**src/rtl/tlp_tx_pkg.sv**
```systemverilog
`timescale 1ns/1ps
package tlp_tx_pkg;

  localparam int BEAT_W = 64;
  localparam int DW_W   = 32;
  localparam int ID_W   = 16;
  localparam int LENF_W = 10;

  typedef enum logic [1:0] {
    KIND_NONE,
    KIND_RD,
    KIND_WR,
    KIND_CPL
  } kind_e;

  // Meaning of the beat currently on the output
  typedef enum logic [2:0] {
    ST_IDLE,
    ST_HDR,
    ST_RDA,
    ST_D32,
    ST_WA64,
    ST_D64,
    ST_CPL,
    ST_TAIL
  } beat_e;

  localparam logic [1:0] FMT_RD3   = 2'b00;
  localparam logic [1:0] FMT_RD4   = 2'b01;
  localparam logic [1:0] FMT_WR3   = 2'b10;
  localparam logic [1:0] FMT_WR4   = 2'b11;
  localparam logic [4:0] TYPE_MEM  = 5'b00000;
  localparam logic [4:0] TYPE_CPLD = 5'b01010;

endpackage

```
**src/rtl/tlp_req_arb.sv**
```systemverilog
`timescale 1ns/1ps
module tlp_req_arb
  import tlp_tx_pkg::*;
(
  input  logic  rd_i,
  input  logic  wr_i,
  input  logic  cpl_i,
  output kind_e kind_o
);

  // Fixed priority: read, then write, then completion
  always_comb begin
    if (rd_i)       kind_o = KIND_RD;
    else if (wr_i)  kind_o = KIND_WR;
    else if (cpl_i) kind_o = KIND_CPL;
    else            kind_o = KIND_NONE;
  end

endmodule

```
**src/rtl/tlp_hdr_gen.sv**
```systemverilog
`timescale 1ns/1ps
module tlp_hdr_gen
  import tlp_tx_pkg::*;
#(
  parameter int LEN_W = 9,
  parameter int TAG_W = 5
) (
  input  kind_e             kind_i,
  input  logic [63:3]       addr_i,
  input  logic [LEN_W-1:0]  len_i,
  input  logic [TAG_W-1:0]  tag_i,
  input  logic [ID_W-1:0]   lid_i,
  input  logic [ID_W-1:0]   rid_i,
  output logic [BEAT_W-1:0] hdr_o,
  output logic [DW_W-1:0]   addr_dw_o,
  output logic [BEAT_W-1:0] addr_qw_o,
  output logic [DW_W-1:0]   cpl_dw_o,
  output logic              wide_o,
  output logic [LEN_W-1:0]  words_o
);

  logic [LENF_W-1:0] len_field;
  logic [7:0]        tag8;
  logic [7:0]        be;
  logic [1:0]        fmt;
  logic [DW_W-1:0]   dw0;
  logic [DW_W-1:0]   dw1;

  assign wide_o    = |addr_i[63:32];
  assign words_o   = (len_i == '0) ? LEN_W'(1) : len_i;
  assign len_field = LENF_W'({words_o, 1'b0});

  always_comb begin
    tag8 = '0;
    tag8[TAG_W-1:0] = tag_i;
    be  = (words_o == LEN_W'(1)) ? 8'h0F : 8'hFF;
    fmt = 2'b00;
    dw0 = '0;
    dw1 = '0;
    case (kind_i)
      KIND_RD: begin
        fmt = wide_o ? FMT_RD4 : FMT_RD3;
        dw0 = {1'b0, fmt, TYPE_MEM, 14'd0, len_field};
        dw1 = {lid_i, tag8, be};
      end
      KIND_WR: begin
        fmt = wide_o ? FMT_WR4 : FMT_WR3;
        dw0 = {1'b0, fmt, TYPE_MEM, 14'd0, len_field};
        dw1 = {lid_i, 8'h00, be};
      end
      KIND_CPL: begin
        fmt = FMT_WR3;
        dw0 = {1'b0, fmt, TYPE_CPLD, 14'd0, 10'd2};
        dw1 = {lid_i, 3'b000, 1'b0, 12'd8};
      end
      default: begin
        fmt = 2'b00;
      end
    endcase
  end

  assign hdr_o     = {dw0, dw1};
  assign addr_dw_o = {addr_i[31:3], 3'b000};
  assign addr_qw_o = {addr_i, 3'b000};
  assign cpl_dw_o  = {rid_i, tag8, 1'b0, addr_i[6:3], 3'b000};

endmodule

```
**src/rtl/tlp_beat_seq.sv**
```systemverilog
`timescale 1ns/1ps
module tlp_beat_seq
  import tlp_tx_pkg::*;
#(
  parameter int LEN_W = 9
) (
  input  logic              clk,
  input  logic              rst_n,
  input  kind_e             kind_i,
  input  logic              wide_i,
  input  logic [LEN_W-1:0]  words_i,
  input  logic [BEAT_W-1:0] hdr_i,
  input  logic [DW_W-1:0]   addr_dw_i,
  input  logic [BEAT_W-1:0] addr_qw_i,
  input  logic [DW_W-1:0]   cpl_dw_i,
  input  logic [BEAT_W-1:0] din_i,
  input  logic              ready_i,
  output logic [BEAT_W-1:0] beat_o,
  output logic              sof_o,
  output logic              eof_o,
  output logic              half_o,
  output logic              valid_o,
  output logic              accept_o,
  output logic              done_o
);

  beat_e             st_q,   st_d;
  kind_e             kind_q, kind_d;
  logic              wide_q, wide_d;
  logic [BEAT_W-1:0] beat_q, beat_d;
  logic              sof_q,  sof_d;
  logic              eof_q,  eof_d;
  logic              half_q, half_d;
  logic              want_q, want_d;
  logic [LEN_W-1:0]  rem_q,  rem_d;
  logic [DW_W-1:0]   lo_q,   lo_d;

  logic              en;
  logic [LEN_W-1:0]  rem_after;
  logic              more;

  assign en        = (st_q == ST_IDLE) || ready_i;
  assign rem_after = want_q ? (rem_q - LEN_W'(1)) : rem_q;
  assign more      = (rem_after != '0);

  // Next-beat computation
  always_comb begin
    st_d   = st_q;
    kind_d = kind_q;
    wide_d = wide_q;
    beat_d = beat_q;
    sof_d  = sof_q;
    eof_d  = eof_q;
    half_d = half_q;
    want_d = want_q;
    rem_d  = rem_q;
    lo_d   = lo_q;
    if (st_q == ST_IDLE || eof_q) begin
      st_d   = ST_IDLE;
      kind_d = KIND_NONE;
      wide_d = 1'b0;
      beat_d = '0;
      sof_d  = 1'b0;
      eof_d  = 1'b0;
      half_d = 1'b0;
      want_d = 1'b0;
      rem_d  = '0;
      lo_d   = '0;
      if (st_q == ST_IDLE && kind_i != KIND_NONE) begin
        st_d   = ST_HDR;
        kind_d = kind_i;
        wide_d = wide_i;
        beat_d = hdr_i;
        sof_d  = 1'b1;
        want_d = (kind_i == KIND_WR) && !wide_i;
        rem_d  = words_i;
      end
    end else begin
      sof_d = 1'b0;
      rem_d = rem_after;
      case (st_q)
        ST_HDR: begin
          case (kind_q)
            KIND_RD: begin
              st_d   = ST_RDA;
              eof_d  = 1'b1;
              half_d = !wide_q;
              want_d = 1'b0;
              beat_d = wide_q ? addr_qw_i : {addr_dw_i, {DW_W{1'b0}}};
            end
            KIND_WR: begin
              if (wide_q) begin
                st_d   = ST_WA64;
                beat_d = addr_qw_i;
                want_d = 1'b1;
              end else begin
                st_d   = ST_D32;
                beat_d = {addr_dw_i, din_i[63:32]};
                lo_d   = din_i[31:0];
                want_d = more;
              end
            end
            default: begin
              st_d   = ST_CPL;
              beat_d = {cpl_dw_i, din_i[63:32]};
              lo_d   = din_i[31:0];
              want_d = 1'b0;
            end
          endcase
        end
        ST_D32: begin
          if (want_q) begin
            beat_d = {lo_q, din_i[63:32]};
            lo_d   = din_i[31:0];
            want_d = more;
          end else begin
            st_d   = ST_TAIL;
            beat_d = {lo_q, {DW_W{1'b0}}};
            eof_d  = 1'b1;
            half_d = 1'b1;
          end
        end
        ST_CPL: begin
          st_d   = ST_TAIL;
          beat_d = {lo_q, {DW_W{1'b0}}};
          eof_d  = 1'b1;
          half_d = 1'b1;
        end
        ST_WA64, ST_D64: begin
          st_d   = ST_D64;
          beat_d = din_i;
          eof_d  = !more;
          want_d = more;
        end
        default: begin
          st_d = ST_IDLE;
        end
      endcase
    end
  end

  // State and beat registers with explicit clock enable
  always_ff @(posedge clk or negedge rst_n) begin
    if (!rst_n) begin
      st_q   <= ST_IDLE;
      kind_q <= KIND_NONE;
      wide_q <= 1'b0;
      beat_q <= '0;
      sof_q  <= 1'b0;
      eof_q  <= 1'b0;
      half_q <= 1'b0;
      want_q <= 1'b0;
      rem_q  <= '0;
      lo_q   <= '0;
    end else if (en) begin
      st_q   <= st_d;
      kind_q <= kind_d;
      wide_q <= wide_d;
      beat_q <= beat_d;
      sof_q  <= sof_d;
      eof_q  <= eof_d;
      half_q <= half_d;
      want_q <= want_d;
      rem_q  <= rem_d;
      lo_q   <= lo_d;
    end
  end

  assign beat_o   = beat_q;
  assign sof_o    = sof_q;
  assign eof_o    = eof_q;
  assign half_o   = half_q;
  assign valid_o  = (st_q != ST_IDLE);
  assign accept_o = want_q && ready_i;
  assign done_o   = eof_q && ready_i;

  assert_idle_quiet_R1: assert property (@(posedge clk) disable iff (!rst_n)
    !valid_o |-> (beat_o == '0) && !sof_o && !eof_o && !half_o && !accept_o && !done_o)
    else $error("idle outputs not zero");

  assert_hold_beat_R10: assert property (@(posedge clk) disable iff (!rst_n)
    (valid_o && !ready_i) |=> valid_o && $stable(beat_o) && $stable({sof_o, eof_o, half_o}))
    else $error("beat changed under back-pressure");

  assert_half_on_end_R7: assert property (@(posedge clk) disable iff (!rst_n)
    half_o |-> eof_o && valid_o)
    else $error("half flag away from end beat");

  assert_idle_after_done_R11: assert property (@(posedge clk) disable iff (!rst_n)
    done_o |=> !valid_o)
    else $error("packet continued after done");

  assert_no_accept_on_end_R12: assert property (@(posedge clk) disable iff (!rst_n)
    accept_o |-> valid_o && !eof_o && !sof_o || accept_o && sof_o && !eof_o)
    else $error("accept on end beat");

  assert_start_after_idle_R14: assert property (@(posedge clk) disable iff (!rst_n)
    $rose(valid_o) |-> sof_o)
    else $error("packet began without start flag");

endmodule

```
**src/rtl/tlp_tx_framer.sv**
```systemverilog
`timescale 1ns/1ps
module tlp_tx_framer
  import tlp_tx_pkg::*;
#(
  parameter int LEN_W = 9,
  parameter int TAG_W = 5
) (
  input  logic              clk,
  input  logic              rst_n,
  input  logic              req_rd,
  input  logic              req_wr,
  input  logic              req_cpl,
  input  logic [63:3]       req_addr,
  input  logic [LEN_W-1:0]  req_words,
  input  logic [TAG_W-1:0]  req_tag,
  input  logic [15:0]       req_local_id,
  input  logic [15:0]       req_remote_id,
  input  logic [63:0]       req_data,
  output logic              req_accept,
  output logic              req_done,
  output logic [63:0]       tx_data,
  output logic              tx_sof,
  output logic              tx_eof,
  output logic              tx_half,
  output logic              tx_valid,
  input  logic              tx_ready
);

  logic [1:0]        rsync_q;
  logic              rst_int_n;
  kind_e             kind;
  logic [BEAT_W-1:0] hdr;
  logic [DW_W-1:0]   addr_dw;
  logic [BEAT_W-1:0] addr_qw;
  logic [DW_W-1:0]   cpl_dw;
  logic              wide;
  logic [LEN_W-1:0]  words;

  // Reset asserts at once and is released on a clock edge
  always_ff @(posedge clk or negedge rst_n) begin
    if (!rst_n) rsync_q <= '0;
    else        rsync_q <= {rsync_q[0], 1'b1};
  end
  assign rst_int_n = rsync_q[1];

  tlp_req_arb i_arb (
    .rd_i   (req_rd),
    .wr_i   (req_wr),
    .cpl_i  (req_cpl),
    .kind_o (kind)
  );

  tlp_hdr_gen #(.LEN_W(LEN_W), .TAG_W(TAG_W)) i_hdr (
    .kind_i    (kind),
    .addr_i    (req_addr),
    .len_i     (req_words),
    .tag_i     (req_tag),
    .lid_i     (req_local_id),
    .rid_i     (req_remote_id),
    .hdr_o     (hdr),
    .addr_dw_o (addr_dw),
    .addr_qw_o (addr_qw),
    .cpl_dw_o  (cpl_dw),
    .wide_o    (wide),
    .words_o   (words)
  );

  tlp_beat_seq #(.LEN_W(LEN_W)) i_seq (
    .clk       (clk),
    .rst_n     (rst_int_n),
    .kind_i    (kind),
    .wide_i    (wide),
    .words_i   (words),
    .hdr_i     (hdr),
    .addr_dw_i (addr_dw),
    .addr_qw_i (addr_qw),
    .cpl_dw_i  (cpl_dw),
    .din_i     (req_data),
    .ready_i   (tx_ready),
    .beat_o    (tx_data),
    .sof_o     (tx_sof),
    .eof_o     (tx_eof),
    .half_o    (tx_half),
    .valid_o   (tx_valid),
    .accept_o  (req_accept),
    .done_o    (req_done)
  );

endmodule

```
**config.mk**
```make
export PLATFORM = sky130hd
export DESIGN_NAME = tlp_tx_framer
export DESIGN_NICKNAME = d
export VERILOG_FILES = /design/src/rtl/tlp_tx_pkg.sv /design/src/rtl/tlp_req_arb.sv /design/src/rtl/tlp_hdr_gen.sv /design/src/rtl/tlp_beat_seq.sv /design/src/rtl/tlp_tx_framer.sv
export SDC_FILE = /design/constraint.sdc
export NUM_CORES = 1
export LEC_CHECK = 0
export BUFFER_PORTS_ARGS = -buffer_cell sky130_fd_sc_hd__buf_2
export CORE_MARGIN = 3
export CORE_UTILIZATION = 51
export DETAILED_ROUTE_END_ITERATION = 6
export GPL_ROUTABILITY_DRIVEN = 0
export GPL_TIMING_DRIVEN = 0
export PLACE_DENSITY = 0.88
export SYNTH_ARGS = -nofsm -noshare
export SYNTH_HDL_FRONTEND = slang
export SYNTH_SLANG_ARGS = --single-unit
```
**constraint.sdc**
```tcl
create_clock -name clk -period 4.7 [get_ports clk]
set_input_delay 0.94 -clock clk [delete_from_list [all_inputs] [get_ports clk]]
set_output_delay 0.94 -clock clk [all_outputs]
set_load 0.05 [all_outputs]
```
### Word-level counts from Yosys, hierarchy flattened

Cells that the tools add are included.

| operators by class | value |
|---|---|
| add/subtract/negate cells | 1 |
| eq/ne operators | 16 |
| mux-type cells | 47 |
| reductions and logical operators | 27 |

Operators by type and width:

| cell | number |
|---|---|
| $mux 64 | 4 |
| $pmux 64 s4 | 1 |
| $mux 32 | 4 |
| $pmux 32 s2 | 2 |
| $pmux 64 s2 | 1 |
| $pmux 32 s3 | 1 |
| $pmux 31 s3 | 1 |
| $mux 9 | 4 |
| $reduce_or 32->1 | 1 |
| $mux 1 | 16 |
| $pmux 3 s4 | 1 |
| $eq 3x3->1 const B | 3 |
| $eq 9x1->1 const B | 1 |
| $logic_not 9->1 | 1 |
| $mux 3 | 3 |
| $reduce_bool 9->1 | 1 |
| $sub 9x1->9 const B | 1 |
| $mux 2 | 4 |
| $mux 8 | 1 |
| $reduce_and 2->1 | 4 |
| $reduce_and 4->1 | 2 |
| $reduce_bool 4->1 | 2 |
| $eq 2x2->1 const B | 3 |
| $ne 3x2->1 const B | 2 |
| 18 further kinds | 27 |

| storage, ports and cells | value |
|---|---|
| flip-flop bits (word level) | 117 |
| input port bits | 177 |
| output and inout port bits | 70 |
| word-level logic and storage cells | 102 |

### Depth between registers and ports, before layout

Gate-level depths: netlist (run 1).

| logic depth | value |
|---|---|
| depth in word-level cells | 7 |
| gate-level depth with buffers | 11 |
| depth with buffers taken out | 9 |

### By module

A second synthesis (run 1) with hierarchy kept.

| second synthesis, totals | value |
|---|---|
| cell total of the unflattened synthesis | 1083 |
| area total of the unflattened synthesis | 9261.4 um^2 |

Modules (own cells, without submodules):

| module | instances | cells an instance | area an instance (um^2) | sequential area each (um^2) |
|---|---|---|---|---|
| tlp_beat_seq | 1 | 851 | 7561.0 | 2877.8 |
| tlp_hdr_gen | 1 | 225 | 1627.8 | 0.0 |
| tlp_tx_framer | 1 | 3 | 53.8 | 50.0 |
| tlp_req_arb | 1 | 4 | 18.8 | 0.0 |

### Least setup slack after synthesis (run 1)

Ideal clock, no wire load.

| path | value |
|---|---|
| path type | in2out |
| start | input tx_ready |
| end | output req_accept |
| data arrival time | 1644 ps |
| required time | 3760 ps |
| slack | 2116 ps |
| stages | 2 |
| buffers on the path | 1 |
| cell sequence | clkbuf_1 -> and2_1 |

| on the way | value |
|---|---|
| word-level cells in the longest chain between the ends | 1 |

RTL lines:

| element | line | text |
|---|---|---|
| from (decl) | tlp_tx_framer.sv:26 | `input logic tx_ready` |
| $logic_and 1x1->1 | tlp_beat_seq.sv:174 | `assign accept_o = want_q && ready_i;` |
| to (decl) | tlp_tx_framer.sv:19 | `output logic req_accept,` |

Every way passes these cells.

### Worst setup path in the final report (run 1)

| path | value |
|---|---|
| start | register i_seq.kind_q[1] |
| end | register i_seq.beat_q[40] (netlist: i_seq.beat_o[40]) |

| on the way | value |
|---|---|
| word-level cells in the longest chain between the ends | 4 |
| elaborated cells between the ends (all ways) | 5 |
| classes of those cells | 2 x eq/ne; 3 x mux |

RTL lines:

| element | line | text |
|---|---|---|
| from (decl) | tlp_beat_seq.sv:28 | `kind_e kind_q, kind_d;` |
| from (signal assigned) | tlp_beat_seq.sv:157 | `kind_q <= kind_d;` |
| $eq 2x2->1 / $eq 2x1->1 (equally long branches) | tlp_beat_seq.sv:83 | `case (kind_q)` |
| $pmux 64 s2 (*) | tlp_beat_seq.sv:83 |  |
| $pmux 64 s4 (*) | tlp_beat_seq.sv:81 | `case (st_q)` |
| $mux 64 (*) | tlp_beat_seq.sv:58 | `if (st_q == ST_IDLE \|\| eof_q) begin` |
| to (signal assigned) | tlp_beat_seq.sv:159 | `beat_q <= beat_d;` |
| to (decl) | tlp_beat_seq.sv:30 | `logic [BEAT_W-1:0] beat_q, beat_d;` |

Every way passes the cells marked *; elsewhere a longest branch is shown, timed or not.
A chain may end at the register's enable or synchronous reset.

==> results of run 1 <==
cell families (layout without fill, tap and decap cells):
logic type                 count (synthesis)  count (layout)  synth area share
AOI/OAI and AO/OA                        320             320             0.307
and+or+nand+nor                          264             264             0.165
DFF                                      117             117             0.412
buffers and inverters                     91             370            0.0535
muxes                                     28              28            0.0442
adders and majority gates                  7               7            0.0123
xor gates and xnor gates                   4               4           0.00493
other                                      1               1          0.000528
layout make-up:
cell class	count	share of cell area
Inverter	20	0.00812
Timing Repair Buffer	247	0.136
Clock inverter	7	0.0152
Clock buffer	25	0.0558
Tap cell	176	0.0238
Multi-Input combinational cell	624	0.411
Sequential cell	117	0.317
Buffer	71	0.0330
power by group through the flow:
| stage | Sequential [mW] | Clock [mW] | Combinational (mW) |
|---|---|---|---|
| after floorplan | 2.47 | 0 | 2.55 |
| after global placement | 1.67 | 0 | 4.71 |
| after detailed placement | 1.69 | 0 | 4.81 |
| after CTS | 1.68 | 1.44 | 4.87 |
| after global routing | 1.72 | 1.50 | 5.31 |
| final | 1.69 | 1.45 | 5.10 |
layer usage:
metal  part of all wire  global-route usage  wire length [um]
met5                  0              0.0104                 0
met4              0.074               0.223              2320
met3               0.17               0.164              5390
met2               0.42               0.594             13300
met1               0.34               0.510             10600
registers in the layout (all words and copies together) (netlist names):
register	count
i_seq.sof_o	1
i_seq.beat_o	64
i_seq.kind_q	2
i_seq.want_q	1
i_seq.rem_q	9
i_seq.half_o	1
i_seq.lo_q	32
i_seq.st_q	3
i_seq.wide_q	1
i_seq.eof_o	1
rsync_q	2
critical path, delay by kind of cell (launching register included):
family                     cells  cell delay [ns]
buffers and inverters          3             0.97
AOI/OAI and AO/OA              3             0.82
and+or+nand+nor                3             0.73
DFF                            1             0.37
adders and majority gates      1             0.13
Yosys cell counts, types with 8 or more instances:
master                      count
sky130_fd_sc_hd__a221oi_1      29
sky130_fd_sc_hd__a22oi_1       40
sky130_fd_sc_hd__buf_2         13
sky130_fd_sc_hd__clkbuf_1      50
sky130_fd_sc_hd__a21oi_1       29
sky130_fd_sc_hd__mux2_2        23
sky130_fd_sc_hd__o21ai_0      121
sky130_fd_sc_hd__inv_1         19
sky130_fd_sc_hd__nor2_1        79
sky130_fd_sc_hd__a2bb2oi_1     17
sky130_fd_sc_hd__nor4_1        10
sky130_fd_sc_hd__nand2_1      130
sky130_fd_sc_hd__nor3_1         8
sky130_fd_sc_hd__a222oi_1      27
sky130_fd_sc_hd__a32oi_1        8
sky130_fd_sc_hd__dfrtp_1      117
cell usage in the layout (no fill, tap or decap), types with 5 or more instances in the layout:
master                      instances
sky130_fd_sc_hd__nor2_1            79
sky130_fd_sc_hd__nor4_1            10
sky130_fd_sc_hd__a222oi_1          27
sky130_fd_sc_hd__buf_2            259
sky130_fd_sc_hd__nand3_1            5
sky130_fd_sc_hd__a21oi_1           29
sky130_fd_sc_hd__ha_1               7
sky130_fd_sc_hd__clkbuf_8           6
sky130_fd_sc_hd__a32oi_1            8
sky130_fd_sc_hd__dfrtp_1          116
sky130_fd_sc_hd__a22oi_1           40
sky130_fd_sc_hd__a31oi_1            5
sky130_fd_sc_hd__nor3_1             8
sky130_fd_sc_hd__nand2b_1           5
sky130_fd_sc_hd__nor2b_1            5
sky130_fd_sc_hd__inv_1             19
sky130_fd_sc_hd__clkbuf_1          52
sky130_fd_sc_hd__o21ai_0          121
sky130_fd_sc_hd__a2bb2oi_1         17
sky130_fd_sc_hd__mux2_2            23
sky130_fd_sc_hd__a221oi_1          29
sky130_fd_sc_hd__clkbuf_16         17
sky130_fd_sc_hd__a22o_1             7
sky130_fd_sc_hd__nand2_1          130
path summary, 6_finish.rpt:
check | to | cells after the start | start
setup / recovery | i_seq.beat_o[40]$_DFFE_PN0P_ | 10 | i_seq.kind_q[1]$_DFFE_PN0P_
hold / removal | rsync_q[1]$_DFF_PN0_ | 1 | rst_n
setup reg to reg | i_seq.beat_o[40]$_DFFE_PN0P_ | 10 | i_seq.kind_q[1]$_DFFE_PN0P_
hold reg to reg | rsync_q[1]$_DFF_PN0_ | 0 | rsync_q[0]$_DFF_PN0_
max in group asynchronous | i_seq.beat_o[33]$_DFFE_PN0P_ | 1 | rsync_q[1]$_DFF_PN0_
min in group clk | rsync_q[1]$_DFF_PN0_ | 0 | rsync_q[0]$_DFF_PN0_
==> impl_results.rst, run 1 <==
.. list-table::
   :header-rows: 1

   * - Metric
     - Value
   * - Total grt overflow
     - 0
   * - Tot Pwr
     - 8.24 mW
   * - Level count of the clock H-tree
     - 4
   * - Worst setup slack after layout
     - ~1.6 ns
   * - CP cell instances
     - inv_1 > ha_1 > clkbuf_1 > nor2_1 > nor2_1 > clkbuf_1 > a22oi_1 > o21ai_0 > a221oi_1 > nor2_1
   * - Kind of capture point of the worst setup path
     - flop
   * - Seq cells post-synth
     - 117
   * - Highest achievable clock rate
     - roughly 0.32 GHz
   * - Placed Area
     - between 8000 and 9000 um2
   * - Post-synthesis average cell area
     - 8.54 um2
   * - Net count after synthesis
     - 1,016
   * - Critical path type
     - reg -> reg
   * - Share of the synthesized area in the top cell type
     - 0.412
   * - Sequential cell area in the final layout
     - about 2900 um2
   * - CTS sink count
     - between 100 and 150
   * - Starting utilization of the core area
     - 0.528
   * - Dominant cell type by count on the critical path
     - sky130_fd_sc_hd__nor2_1
   * - Height of the chip
     - 124 um
   * - Cell internal pwr
     - approximately 3.9 mW
   * - Core ar.
     - around 13,000 um2
   * - Total global-route track usage
     - 0.406
   * - Final net count
     - 1,282
   * - Number of setup buffers added after CTS
     - 0
   * - Yosys warning count
     - 0
   * - Count of max-cap constraint violations
     - 0
   * - Worst Path Max Fanout
     - 10
   * - Outcome
     - complete, but fails checks
   * - Post-synthesis to final-layout area growth
     - 30.1%
   * - Via density per instance
     - 6.87
   * - Accumulated negative setup slack
     - 0 ns
   * - Part of the Yosys area used for sequential elements
     - 0.412
   * - Final standard cell utilization of the core
     - 0.687
   * - Count of vias placed by the detailed router
     - 8,847
   * - Sequential cell fraction of total power
     - 0.205
   * - Crit path launch type
     - flop
   * - Worst-margin pin slew
     - slightly below 1 ns
   * - Largest cells by area after synthesis
     - sky130_fd_sc_hd__dfrtp_1, sky130_fd_sc_hd__o21ai_0, sky130_fd_sc_hd__nand2_1, sky130_fd_sc_hd__a22oi_1, sky130_fd_sc_hd__nor2_1
   * - Minimum period implied by the final worst setup slack
     - 3.11 ns
   * - Hold Vio Cnt, Final
     - 0
   * - Unique cell type count in the Yosys netlist
     - 63
   * - Required time of the critical path
     - 5.05 ns
   * - Part of the total power dissipated in the clock network
     - 0.176
   * - Global-route wire length before repair
     - roughly 46,000 um
   * - Ports
     - 247
   * - DIE AREA
     - about 15,000 um2
   * - Post-Layout Cell Count
     - 1,287
   * - Site Rows
     - 42
   * - Share of power burned in combinational logic
     - 0.619
   * - Final cycle utilization of the critical path
     - 0.662
   * - Switching power summed over all nets
     - around 4.3 mW
   * - Register-to-Register Setup Slack
     - roughly 1.6 ns
   * - Insertion delay to the later sink of the worst-skew pair
     - roughly 0.43 ns
   * - Remaining design rule violation count
     - 40
   * - Stage delay of the slowest cell on the critical path
     - between 0.5 and 0.6 ns
   * - Post-route cell area
     - 9250 um2
   * - Mean routed wirelength per cell
     - ~25 um
   * - Fillcell total
     - ~1,100
   * - Proportion of layout cells with a drive suffix above 1
     - 0.298
   * - Max-slew violation count
     - 0
   * - Minimum setup slack after placement
     - between 1.5 and 2 ns
   * - Synth area leader
     - sky130_fd_sc_hd__dfrtp_1
   * - Placed insts
     - between 1,000 and 1,500
   * - Area of the mapped netlist
     - roughly 7100 um2
   * - Cell Pwr Density
     - 891 nW/um2
   * - Most frequently used flop master after synthesis
     - sky130_fd_sc_hd__dfrtp_1
   * - Finish-stage setup viols
     - 0
   * - Rel. slew slack
     - 0.346
   * - TritonCTS clock tree
     - built
   * - Initial antenna violation count
     - 0
   * - Unrepaired setup endpoints after global routing
     - false
   * - Antenna-violating nets left
     - 0
   * - Total detailed-routing wirelength
     - around 32,000 um
   * - Critical-path cell with the highest stage delay
     - sky130_fd_sc_hd__clkbuf_1
   * - Clock slew at reported path FFs
     - about 0.05 ns
   * - Count of flip-flops with a built-in enable after synthesis
     - 0
   * - Quantity of gates resized following cts
     - 0
   * - Post-synth ARST share
     - 1.00
   * - Count of routing violations after the opening detailed-route iteration
     - 2,182
   * - Syn Inst Count
     - approximately 830
   * - Worst clock skew
     - 0.00573 ns
   * - Drt first pass iters
     - 7
   * - Number of buffers inserted during clock tree synthesis
     - 17
   * - Pin count of the biggest net entering global routing
     - 61
   * - Critical Path AT
     - approximately 3.5 ns
   * - Static Leakage
     - around 4.3 nW
   * - # diodes
     - 0
   * - Post-DP HPWL
     - approximately 23,000 um
   * - Root Driver
     - sky130_fd_sc_hd__clkbuf_16
   * - Switching portion of total power
     - 0.528
   * - Peak VDD IR
     - around 410 uV
   * - Number of port buffers
     - between 200 and 250
   * - Class of the worst hold path
     - in -> async
   * - Number of global-route vias before repair
     - around 8,500
   * - Die outline width
     - roughly 120 um
   * - Violated checks
     - DRC
   * - Area of the multi-input gates
     - around 3800 um2
   * - Max Root-Sink Buffers
     - 2
   * - Total of hold buffers inserted after clock tree synthesis
     - 0
   * - Worst Hold Margin
     - ~0.28 ns
(Power assumes the default switching activity.)
==> run 2: changes to the inputs <==
--- a/config.mk
+++ b/config.mk
@@ -7,11 +7,11 @@
 export LEC_CHECK = 0
 export BUFFER_PORTS_ARGS = -buffer_cell sky130_fd_sc_hd__buf_2
 export CORE_MARGIN = 3
-export CORE_UTILIZATION = 51
+export CORE_UTILIZATION = 46
 export DETAILED_ROUTE_END_ITERATION = 6
 export GPL_ROUTABILITY_DRIVEN = 0
 export GPL_TIMING_DRIVEN = 0
-export PLACE_DENSITY = 0.88
+export PLACE_DENSITY = 0.84
 export SYNTH_ARGS = -nofsm -noshare
 export SYNTH_HDL_FRONTEND = slang
 export SYNTH_SLANG_ARGS = --single-unit
==> constraint.sdc (replaced) <==
create_clock -name clk -period 2.5 [get_ports clk]
set_input_delay 0.5 -clock clk [delete_from_list [all_inputs] [get_ports clk]]
set_output_delay 0.5 -clock clk [all_outputs]
set_load 0.05 [all_outputs]
==> impl_results.rst, run 2 (same netlist as run 1, synthesis figures left out) <==
.. list-table::
   :header-rows: 1

   * - Metric
     - Value
   * - Outcome
     - complete, but fails checks
   * - Violated checks
     - DRC, setup timing
   * - Final net count
     - 1,292
   * - Critical path type
     - reg -> reg
   * - Crit path launch type
     - flop
   * - Global-route wire length before repair
     - 47,300 um
   * - Site Rows
     - between 40 and 50
   * - Placed Area
     - roughly 8600 um2
   * - Cell internal pwr
     - ~8.0 mW
   * - Class of the worst hold path
     - in -> reg
   * - Insertion delay to the later sink of the worst-skew pair
     - between 0.4 and 0.5 ns
   * - CTS sink count
     - ~120
   * - Rel. slew slack
     - 0.267
   * - Initial antenna violation count
     - 5
   * - Sequential cell fraction of total power
     - 0.195
   * - Root Driver
     - sky130_fd_sc_hd__clkbuf_16
   * - Minimum period implied by the final worst setup slack
     - 2.61 ns
   * - Total grt overflow
     - 0
   * - Part of the total power dissipated in the clock network
     - 0.186
   * - Max-slew violation count
     - 0
   * - Proportion of layout cells with a drive suffix above 1
     - 0.343
   * - Switching portion of total power
     - 0.514
   * - Fillcell total
     - between 1,000 and 1,500
   * - Accumulated negative setup slack
     - -0.262 ns
   * - Highest-count cells in the layout ignoring fill and taps
     - sky130_fd_sc_hd__buf_2, sky130_fd_sc_hd__nand2_1, sky130_fd_sc_hd__dfrtp_1
   * - Antenna-violating nets left
     - 0
   * - Number of global-route vias before repair
     - roughly 8,400
   * - Starting utilization of the core area
     - 0.480
   * - Worst setup slack after layout
     - -0.106 ns
   * - Drt first pass iters
     - 7
   * - Tot Pwr
     - about 16 mW
   * - Number of port buffers
     - 246
   * - Commonest non-fill, non-tap cell in the layout
     - sky130_fd_sc_hd__buf_2
   * - Kind of capture point of the worst setup path
     - flop
   * - Ports
     - ~250
   * - Post-DP HPWL
     - roughly 24,000 um
   * - Max Root-Sink Buffers
     - 2
   * - Cell Pwr Density
     - about 1700 nW/um2
   * - Critical Path AT
     - approximately 2.9 ns
   * - Worst-margin pin slew
     - approximately 1.1 ns
   * - Count of vias placed by the detailed router
     - between 8,000 and 9,000
   * - Pin count of the biggest net entering global routing
     - 66
   * - Post-route cell area
     - 9560 um2
   * - Area of the multi-input gates
     - a little under 4000 um2
   * - Switching power summed over all nets
     - 8.42 mW
   * - Core ar.
     - 14,800 um2
   * - Unrepaired setup endpoints after global routing
     - true
   * - Peak VDD IR
     - ~750 uV
   * - Max reg flops
     - 64
   * - Count of max-cap constraint violations
     - 0
   * - Post-synthesis to final-layout area growth
     - 34.5%
   * - Sequential cell area in the final layout
     - just under 3000 um2
   * - Via density per instance
     - a little under 7
   * - Highest achievable clock rate
     - approximately 0.38 GHz
   * - Number of buffers inserted during clock tree synthesis
     - 17
   * - Height of the chip
     - about 130 um
   * - Final cycle utilization of the critical path
     - 1.04
   * - Die outline width
     - around 130 um
   * - Mean routed wirelength per cell
     - about 25 um
   * - Final standard cell utilization of the core
     - 0.646
   * - Count of routing violations after the opening detailed-route iteration
     - 1,782
   * - Total detailed-routing wirelength
     - around 33,000 um
   * - Worst Hold Margin
     - 0.339 ns
   * - Remaining design rule violation count
     - roughly 160
   * - Clock slew at reported path FFs
     - around 0.06 ns
   * - Worst clock skew
     - roughly 0.0064 ns
   * - TritonCTS clock tree
     - built
   * - Finish-stage setup viols
     - 7
   * - Total global-route track usage
     - 0.370
   * - DIE AREA
     - between 15,000 and 20,000 um2
   * - Share of power burned in combinational logic
     - 0.618
   * - Level count of the clock H-tree
     - 4
   * - Hold Vio Cnt, Final
     - 0
   * - Worst Path Max Fanout
     - 10
   * - Required time of the critical path
     - 2.82 ns
   * - Static Leakage
     - about 4.5 nW
## run 2: path summary, 6_finish.rpt
path | from | to | slack [ns] | cells after the start
max reg2reg | i_seq.wide_q$_DFFE_PN0P_ | i_seq.beat_o[39]$_DFFE_PN0P_ | -0.11 | 6
max | i_seq.wide_q$_DFFE_PN0P_ | i_seq.beat_o[39]$_DFFE_PN0P_ | -0.11 | 6
min reg2reg | rsync_q[0]$_DFF_PN0_ | rsync_q[1]$_DFF_PN0_ | 0.36 | 0
min | req_data[13] | i_seq.lo_q[13]$_DFFE_PN0P_ | 0.34 | 3
min in group asynchronous | rst_n | rsync_q[0]$_DFF_PN0_ | 0.39 | 2
max in group asynchronous | rsync_q[1]$_DFF_PN0_ | i_seq.beat_o[35]$_DFFE_PN0P_ | 1.27 | 1
## run 2: stage by stage
step                      setup slack [ns]  cells
after global routing                -0.113   1308
after floorplan                      0.309    832
after global placement              -0.335   1262
after CTS                         0.000388   1296
final                               -0.106   1309
after detailed placement            -0.350   1263
## run 2: routing by layer
metal / share of wire / vias to the layer above / global-route usage
met5: 0.00064 / - / 0
met2: 0.42 / 969 / 0.539
met3: 0.17 / 232 / 0.156
met1: 0.34 / 4110 / 0.472
met4: 0.068 / 4 / 0.185
li1: - / 3669 / -
## run 2: repair_timing
| item | CTS | global route |
|---|---|---|
| cloned | 0 | 1 |
| hold buffers | 1 | 0 |
| setup buffers | 2 | 9 |
| resized for setup | 18 | 57 |
| endpoints found under the setup margin | 73 | 80 |
| endpoints found under the hold margin | 2 | 0 |
| pin swaps | 6 | 19 |
## run 2: cell type report
type                    instances  area share
clock inverters                13      0.0288
repair buffers                260       0.142
clock buffers                  19      0.0474
multi-input cells             624       0.406
diodes                          4     0.00105
plain buffers                  68      0.0357
inverters                      20     0.00785
well taps                     184      0.0241
flip-flops and latches        117       0.307
## run 2: power groups by stage
stage | clock network, mW | logic [mW] | registers, mW
floorplan | 0 | 4.79 | 4.65
global placement | 0 | 8.92 | 3.15
detailed placement | 0 | 9.09 | 3.17
CTS | 3.04 | 9.30 | 3.15
global route | 3.13 | 10.6 | 3.29
finish | 3.05 | 10.1 | 3.20
## run 2: critical path: stages (launching register included)
cell and delay [ns]:
sky130_fd_sc_hd__dfrtp_1 0.45, sky130_fd_sc_hd__clkbuf_4 0.34, sky130_fd_sc_hd__clkbuf_4 0.31, sky130_fd_sc_hd__mux2_2 0.36, sky130_fd_sc_hd__a222oi_1 0.63, sky130_fd_sc_hd__o211ai_1 0.24
sky130_fd_sc_hd__o21a_1 0.16
